## src/rtl/wdt_pkg.sv

```systemverilog
package wdt_pkg;
  localparam int DATA_W = 8;
  localparam int ADDR_W = 2;
  localparam int SRC_N  = 6;

  typedef enum logic [ADDR_W-1:0] {
    SEL_CFG   = 2'd0,
    SEL_CAUSE = 2'd1,
    SEL_KICK  = 2'd2,
    SEL_NONE  = 2'd3
  } sel_e;

  // configuration byte fields
  localparam int CFG_RATE_BIT = 7;  // 1 = short timeout
  localparam int CFG_OFF_BIT  = 0;  // 1 = watchdog off

  // reset-cause byte value after power-on
  localparam logic [DATA_W-1:0] CAUSE_POWER_VAL = 8'h80;
endpackage

```

## src/rtl/wdt_rst_sync.sv

```systemverilog
module wdt_rst_sync #(
  parameter int STAGES = 2
) (
  input  logic clk,
  input  logic arst_n,
  output logic srst_n
);
  logic [STAGES-1:0] shift_q;

  always_ff @(posedge clk or negedge arst_n) begin
    if (!arst_n) shift_q <= '0;
    else         shift_q <= {shift_q[STAGES-2:0], 1'b1};
  end

  assign srst_n = shift_q[STAGES-1];
endmodule

```

## src/rtl/wdt_cfg_reg.sv

```systemverilog
module wdt_cfg_reg #(
  parameter int W = 8
) (
  input  logic         clk,
  input  logic         rst_n,
  input  logic         wr_en,
  input  logic [W-1:0] wdata,
  input  logic         wipe,
  output logic [W-1:0] cfg_q,
  output logic         locked_q
);
  logic         en;
  logic [W-1:0] cfg_d;
  logic         lock_d;

  always_comb begin
    en     = wipe || (wr_en && !locked_q);
    cfg_d  = wipe ? '0 : wdata;
    lock_d = !wipe;
  end

  always_ff @(posedge clk or negedge rst_n) begin
    if (!rst_n) begin
      cfg_q    <= '0;
      locked_q <= 1'b0;
    end else if (en) begin
      cfg_q    <= cfg_d;
      locked_q <= lock_d;
    end
  end
endmodule

```

## src/rtl/wdt_count.sv

```systemverilog
module wdt_count #(
  parameter int SHORT_CYC = 8176,
  parameter int LONG_CYC  = 262128
) (
  input  logic clk,
  input  logic rst_n,
  input  logic rate_short,
  input  logic halt,
  input  logic kick,
  input  logic wipe,
  output logic expire
);
  localparam int CW = $clog2(LONG_CYC + 1);
  localparam logic [CW-1:0] SHORT_LAST = CW'(SHORT_CYC - 1);
  localparam logic [CW-1:0] LONG_LAST  = CW'(LONG_CYC - 1);

  logic [CW-1:0] cnt_q, cnt_d, last;
  logic          clr;

  always_comb begin
    last   = rate_short ? SHORT_LAST : LONG_LAST;
    // compare with >= so a switch to the short limit after the count
    // has already passed it still expires at once
    expire = !halt && !kick && (cnt_q >= last);
    clr    = halt || kick || wipe || expire;
    cnt_d  = clr ? '0 : cnt_q + 1'b1;
  end

  always_ff @(posedge clk or negedge rst_n) begin
    if (!rst_n) cnt_q <= '0;
    else        cnt_q <= cnt_d;
  end
endmodule

```

## src/rtl/wdt_cause.sv

```systemverilog
module wdt_cause
  import wdt_pkg::*;
#(
  parameter int N = SRC_N
) (
  input  logic              clk,
  input  logic              rst_n,
  input  logic [N-1:0]      flags,
  input  logic              load,
  input  logic              rd_clr,
  output logic [DATA_W-1:0] cause_q
);
  logic              en;
  logic [DATA_W-1:0] cause_d;

  always_comb begin
    en      = load || rd_clr;
    cause_d = '0;
    // flags occupy bits N..1, bit 0 stays zero; a new load wins over a clear
    if (load) cause_d[N:1] = flags;
  end

  always_ff @(posedge clk or negedge rst_n) begin
    if (!rst_n)  cause_q <= CAUSE_POWER_VAL;
    else if (en) cause_q <= cause_d;
  end
endmodule

```

## src/rtl/wdt_hold.sv

```systemverilog
module wdt_hold #(
  parameter int HOLD = 4
) (
  input  logic clk,
  input  logic rst_n,
  input  logic start,
  output logic active
);
  localparam int HW = $clog2(HOLD + 1);

  logic [HW-1:0] left_q, left_d;
  logic          en;

  always_comb begin
    en     = start || (left_q != '0);
    left_d = start ? HW'(HOLD) : left_q - 1'b1;
  end

  always_ff @(posedge clk or negedge rst_n) begin
    if (!rst_n)  left_q <= '0;
    else if (en) left_q <= left_d;
  end

  assign active = (left_q != '0);
endmodule

```

## src/rtl/wdt_guard.sv

```systemverilog
module wdt_guard
  import wdt_pkg::*;
#(
  parameter int SHORT_CYC   = 8176,
  parameter int LONG_CYC    = 262128,
  parameter int RST_HOLD    = 4,
  parameter int SYNC_STAGES = 2
) (
  input  logic              clk,
  input  logic              arst_n,
  input  logic              acc_wr,
  input  logic              acc_rd,
  input  logic [ADDR_W-1:0] acc_addr,
  input  logic [DATA_W-1:0] acc_wdata,
  output logic [DATA_W-1:0] acc_rdata,
  input  logic              req_pin,
  input  logic              req_badop,
  input  logic              req_badaddr,
  input  logic              req_monitor,
  input  logic              req_lowv,
  output logic              sys_rst_out
);
  logic              srst_n;
  logic              in_hold;
  logic              bus_live;
  sel_e              sel;
  logic              kick, cfg_we, cause_rd;
  logic              wdog_fire;
  logic              ext_any;
  logic              trig;
  logic [SRC_N-1:0]  src_vec;
  logic [DATA_W-1:0] cfg_q;
  logic              cfg_locked;
  logic [DATA_W-1:0] cause_q;

  wdt_rst_sync #(.STAGES(SYNC_STAGES)) u_sync (
    .clk    (clk),
    .arst_n (arst_n),
    .srst_n (srst_n)
  );

  // bus decode, everything gated off while the reset output is high
  always_comb begin
    sel      = sel_e'(acc_addr);
    bus_live = !in_hold;
    kick     = acc_wr && (sel == SEL_KICK)  && bus_live;
    cfg_we   = acc_wr && (sel == SEL_CFG)   && bus_live;
    cause_rd = acc_rd && (sel == SEL_CAUSE) && bus_live;
  end

  // source order gives the cause bit order: pin, watchdog, opcode, address, monitor, low voltage
  always_comb begin
    ext_any = bus_live && (req_pin || req_badop || req_badaddr || req_monitor || req_lowv);
    src_vec = {req_pin, wdog_fire, req_badop, req_badaddr, req_monitor, req_lowv}
              & {SRC_N{bus_live}};
    trig    = |src_vec;
  end

  wdt_cfg_reg #(.W(DATA_W)) u_cfg (
    .clk      (clk),
    .rst_n    (srst_n),
    .wr_en    (cfg_we),
    .wdata    (acc_wdata),
    .wipe     (trig),
    .cfg_q    (cfg_q),
    .locked_q (cfg_locked)
  );

  wdt_count #(.SHORT_CYC(SHORT_CYC), .LONG_CYC(LONG_CYC)) u_count (
    .clk        (clk),
    .rst_n      (srst_n),
    .rate_short (cfg_q[CFG_RATE_BIT]),
    .halt       (cfg_q[CFG_OFF_BIT] || in_hold),
    .kick       (kick),
    .wipe       (ext_any),
    .expire     (wdog_fire)
  );

  wdt_cause #(.N(SRC_N)) u_cause (
    .clk     (clk),
    .rst_n   (srst_n),
    .flags   (src_vec),
    .load    (trig),
    .rd_clr  (cause_rd),
    .cause_q (cause_q)
  );

  wdt_hold #(.HOLD(RST_HOLD)) u_hold (
    .clk    (clk),
    .rst_n  (srst_n),
    .start  (trig),
    .active (in_hold)
  );

  assign sys_rst_out = in_hold;

  always_comb begin
    case (sel)
      SEL_CFG:   acc_rdata = cfg_q;
      SEL_CAUSE: acc_rdata = cause_q;
      default:   acc_rdata = '0;
    endcase
  end
endmodule

```

## config.mk

```make
export PLATFORM = sky130hd
export DESIGN_NAME = wdt_guard
export DESIGN_NICKNAME = d
export VERILOG_FILES = /design/src/rtl/wdt_pkg.sv /design/src/rtl/wdt_rst_sync.sv /design/src/rtl/wdt_cfg_reg.sv /design/src/rtl/wdt_count.sv /design/src/rtl/wdt_cause.sv /design/src/rtl/wdt_hold.sv /design/src/rtl/wdt_guard.sv
export SDC_FILE = /design/constraint.sdc
export NUM_CORES = 1
export LEC_CHECK = 0
export BUFFER_PORTS_ARGS = -buffer_cell sky130_fd_sc_hd__buf_2
export CORE_MARGIN = 2
export CORE_UTILIZATION = 39
export DETAILED_ROUTE_END_ITERATION = 16
export PLACE_DENSITY = 0.61
export REMOVE_ABC_BUFFERS = 1
export SLEW_MARGIN = 25
export SYNTH_ARGS = -nofsm -noshare
export SYNTH_HDL_FRONTEND = slang
export SYNTH_SLANG_ARGS = --single-unit
```

## constraint.sdc

```tcl
create_clock -name clk -period 1.6 [get_ports clk]
set_input_delay 0.16 -clock clk [delete_from_list [all_inputs] [get_ports clk]]
set_output_delay 0.16 -clock clk [all_outputs]
set_load 0.02 [all_outputs]
```

==> impl_metrics.env <==
export IMPL_status="finished, violations left"
export IMPL_violations="negative setup slack"
export IMPL_r2r_end="u_count.cnt_q[6]"
export IMPL_grt_pass1_wl_um=8010
export IMPL_layout_setup_ws_ns=-0.381
export IMPL_yosysUniqueCellTypes=52
export IMPL_finalCritPeriodShare_pct=124
export IMPL_ys_flop_type="dfrtp_1"
export IMPL_worstHoldPathCells=3
export IMPL_num_vias=1819
export IMPL_switching_power_w=0.00114
export IMPL_grt_max_degree=20
export IMPL_wire_per_inst_um=14.8
export IMPL_tns_ns=-11.87
export IMPL_worstPathMaxFanout=8
export IMPL_cts_made_buffers=5
export IMPL_p_leak_nw=1.36
export IMPL_yosysWarningCount=0
export IMPL_netlist_area_leader_share_pct=43.3
export IMPL_grt_use_met3_pct=3.86
export IMPL_netSwitchingFraction_pct=35.2
export IMPL_met2_usage_pct=25.7
export IMPL_die_w_um=79.0
export IMPL_vdd_drop_max_v=0.000498
export IMPL_holdPathEnd="u_cause.cause_q[2]"
export IMPL_cpMaxStageDelayCell="dfrtp_2"
export IMPL_place_area_um2=2680
export IMPL_nets=306
export IMPL_finalSetupViolCount=37
export IMPL_grt_util_met1_pct=22.5
export IMPL_clock_root_buffer="clkbuf_8"
export IMPL_core_um2=5470
export IMPL_synth_seq_cells=39
export IMPL_grt_most_used_layer="met2"
export IMPL_rrSetupSlack_ns=-0.38
export IMPL_viasPerCell=5.17
export IMPL_drv_slew=0
export IMPL_max_slew_margin_pct=60.7
export IMPL_min_from="req_monitor"
export IMPL_numPortBuffers=27
export IMPL_powerDensity_nw_per_um2=1090
export IMPL_netlist_area_um2=2190
export IMPL_start_kind="flip-flop"
export IMPL_io_pins=28
export IMPL_drtAntennaViolNets=0
export IMPL_gr_total_overflow=0
export IMPL_async_flop_share_pct=100
export IMPL_crit_arrival_ns=2.20
export IMPL_finalInstanceArea_um2=2980
export IMPL_synth_top_area_cell="dfrtp_1"
export IMPL_cts_tree="yes"
export IMPL_fmax_mhz=505
export IMPL_min_period_ns=1.98
export IMPL_dpl_worst_slack_ns=-0.415
export IMPL_die_area_um2=6240
export IMPL_drtIter0Drc=109
export IMPL_crit_type="reg -> reg"
export IMPL_htree_levels=2
export IMPL_netlist_instances=206
export IMPL_place_congestion=0.769
export IMPL_synth_edf_count=0
export IMPL_cts_buffer_depth=2
export IMPL_ff2ff_path_depth=7
export IMPL_cts_sinks=39
export IMPL_max_slew_worst_pin_slew_ns=0.589
export IMPL_place_detailed_hpwl_um=3630
export IMPL_finalHoldViolCount=0
export IMPL_grt_pass1_vias=1732
export IMPL_slowest_delay_ns=0.50
export IMPL_total_power_w=0.00324
export IMPL_firstDrtPassIters=4
export IMPL_synth_area_leaders="dfrtp_1 (43%), mux2i_1 (6.8%), ha_1 (4.6%)"
export IMPL_rows=27
export IMPL_grt_usage_pct=16.3
export IMPL_clock_latency_ns=0.29
export IMPL_hold_slack_ns=0.118
export IMPL_pwr_share_clk_pct=19.6
export IMPL_pwr_share_comb_pct=41.2
export IMPL_dieHeight_um=79.0
export IMPL_hold_path_class="in -> reg"
export IMPL_drive_gt1_share_pct=44.6
export IMPL_cp_data_required_time_ns=1.81
export IMPL_seq_area_frac_synth_pct=44.5
export IMPL_maxCapViolations=0
export IMPL_antenna_found_initial=0
export IMPL_finalClockSkew_ns=0.00935
export IMPL_initial_core_util_pct=40.1
export IMPL_n_antenna_cell=0
export IMPL_crit_reg2reg_launch="u_cfg.cfg_q[7]"
export IMPL_drt_wl_total_um=5220
export IMPL_p_seq_share_pct=39.1
export IMPL_rsz0062_at_grt="true"
export IMPL_path_clk_slew_ns=0.08
export IMPL_avgSynthCellArea_um2=10.7
export IMPL_cp_end_kind="flip-flop"
export IMPL_drc=0
export IMPL_p_int_w=0.00210
export IMPL_area_growth_pct=36.0
export IMPL_worstPathCellList="ha_4 -> a211o_1 -> a221oi_2 -> buf_4 -> o2111ai_4 -> buf_6 -> nor2_1"
## logic make-up (layout without fill, tap and decap cells)
logic type	count (synthesis)	after routing	synth area share (%)
xor gates and xnor gates	13	13	5.19
AOI/OAI and AO/OA	42	42	16.8
muxes	15	15	6.84
other	1	1	0.171
buffers and inverters	19	93	4.90
and+or+nand+nor	69	69	17.0
adders and majority gates	8	8	4.56
DFF	39	39	44.5
## area by class of cell
class                      instances  area, um2
fill                             520       2490
multi-input combinational        148       1250
sequential                        39        978
timing repair buffer              77        552
tap                               72       90.1
clock buffer                       7       76.3
inverter                           8       30.0
clock inverter                     1       5.00
## sequential cells by signal, summed over array words and instances, names as in the netlist
name,count
u_cause.cause_q,7
u_count.cnt_q,18
u_hold.left_q,3
u_cfg.cfg_q,8
u_cfg.locked_q,1
u_sync.shift_q,2
## per-stage QoR
stage / instances / utilization, %
2_1_floorplan: 195 / -
3_3_place_gp: 336 / 49.0
3_5_place_dp: 336 / 49.0
4_1_cts: 347 / 51.9
5_1_grt: 352 / 54.5
6_report: 352 / 54.5
## layer usage
| metal | wire length [um] | share of wire (%) |
|---|---|---|
| met5 | 0 | 0 |
| met1 | 2390 | 46 |
| met4 | 57 | 1.1 |
| met3 | 243 | 4.7 |
| met2 | 2530 | 48 |
## critical path: cells and delay by family, from the launching register on
kind	cells	cell delay (ns)
adders and majority gates	1	0.24
buffers and inverters	2	0.36
AOI/OAI and AO/OA	3	0.70
DFF	1	0.50
and+or+nand+nor	1	0.11
## power groups by stage
stage,clock network [W],logic [W],registers [W]
after floorplan,0,0.000668,0.00126
after detailed placement,0,0.00111,0.00127
final,0.000636,0.00134,0.00127
after global routing,0.000701,0.00146,0.00130
after CTS,0.000659,0.00117,0.00125
after global placement,0,0.00109,0.00126
## layout by cell type, fill, tap and decap left out, drive strengths merged, types with 2 or more instances in the layout
cell / n
nand3: 7
nand2: 11
a32oi: 5
clkbuf: 7
xor2: 8
dfrtp: 38
o21ai: 6
buf: 76
nor4: 3
mux2i: 15
xnor2: 5
and2: 2
and4: 3
a31oi: 2
nand4: 7
a211oi: 10
or4: 3
a21oi: 5
ha: 8
o31ai: 3
nor2: 27
inv: 8
## worst max-delay path by stage
| stage | start | slack [ns] | cells after the start | to |
|---|---|---|---|---|
| finish | u_cfg.cfg_q[7] | -0.38 | 7 | u_count.cnt_q[6] |
| global route | u_cfg.cfg_q[7] | -0.46 | 7 | u_count.cnt_q[6] |
| CTS | u_cfg.cfg_q[7] | -0.36 | 7 | u_count.cnt_q[6] |
| detailed placement | u_cfg.cfg_q[7] | -0.41 | 7 | u_count.cnt_q[11] |
| global placement | u_cfg.cfg_q[7] | -0.34 | 7 | u_count.cnt_q[12] |
| floorplan | u_hold.left_q[0] | -0.72 | 7 | u_count.cnt_q[14] |
## repair_timing
item	4_1_cts	5_1_grt
cloned	0	0
hold buffers	1	0
setup buffers	2	5
pin swaps	6	2
gates resized for setup	15	22
hold endpoints to repair	2	0
setup endpoints to repair	38	38
## cell usage after synthesis, types with 2 or more instances
cell type   n
xnor2_1     5
a31oi_1     2
a211oi_1   10
a21oi_1     4
o21ai_0     5
mux2i_1    15
o31ai_1     2
nand2_1    11
dfrtp_1    38
clkbuf_2    2
and2_1      2
and4_1      2
buf_6       3
nand4_1     6
buf_2       3
a32oi_1     5
nand3_1     6
inv_1       8
nor2_1     26
ha_1        8
nor4_1      3
or4_4       2
buf_4       2
xor2_1      8
Power figures use the tool's default switching activity.
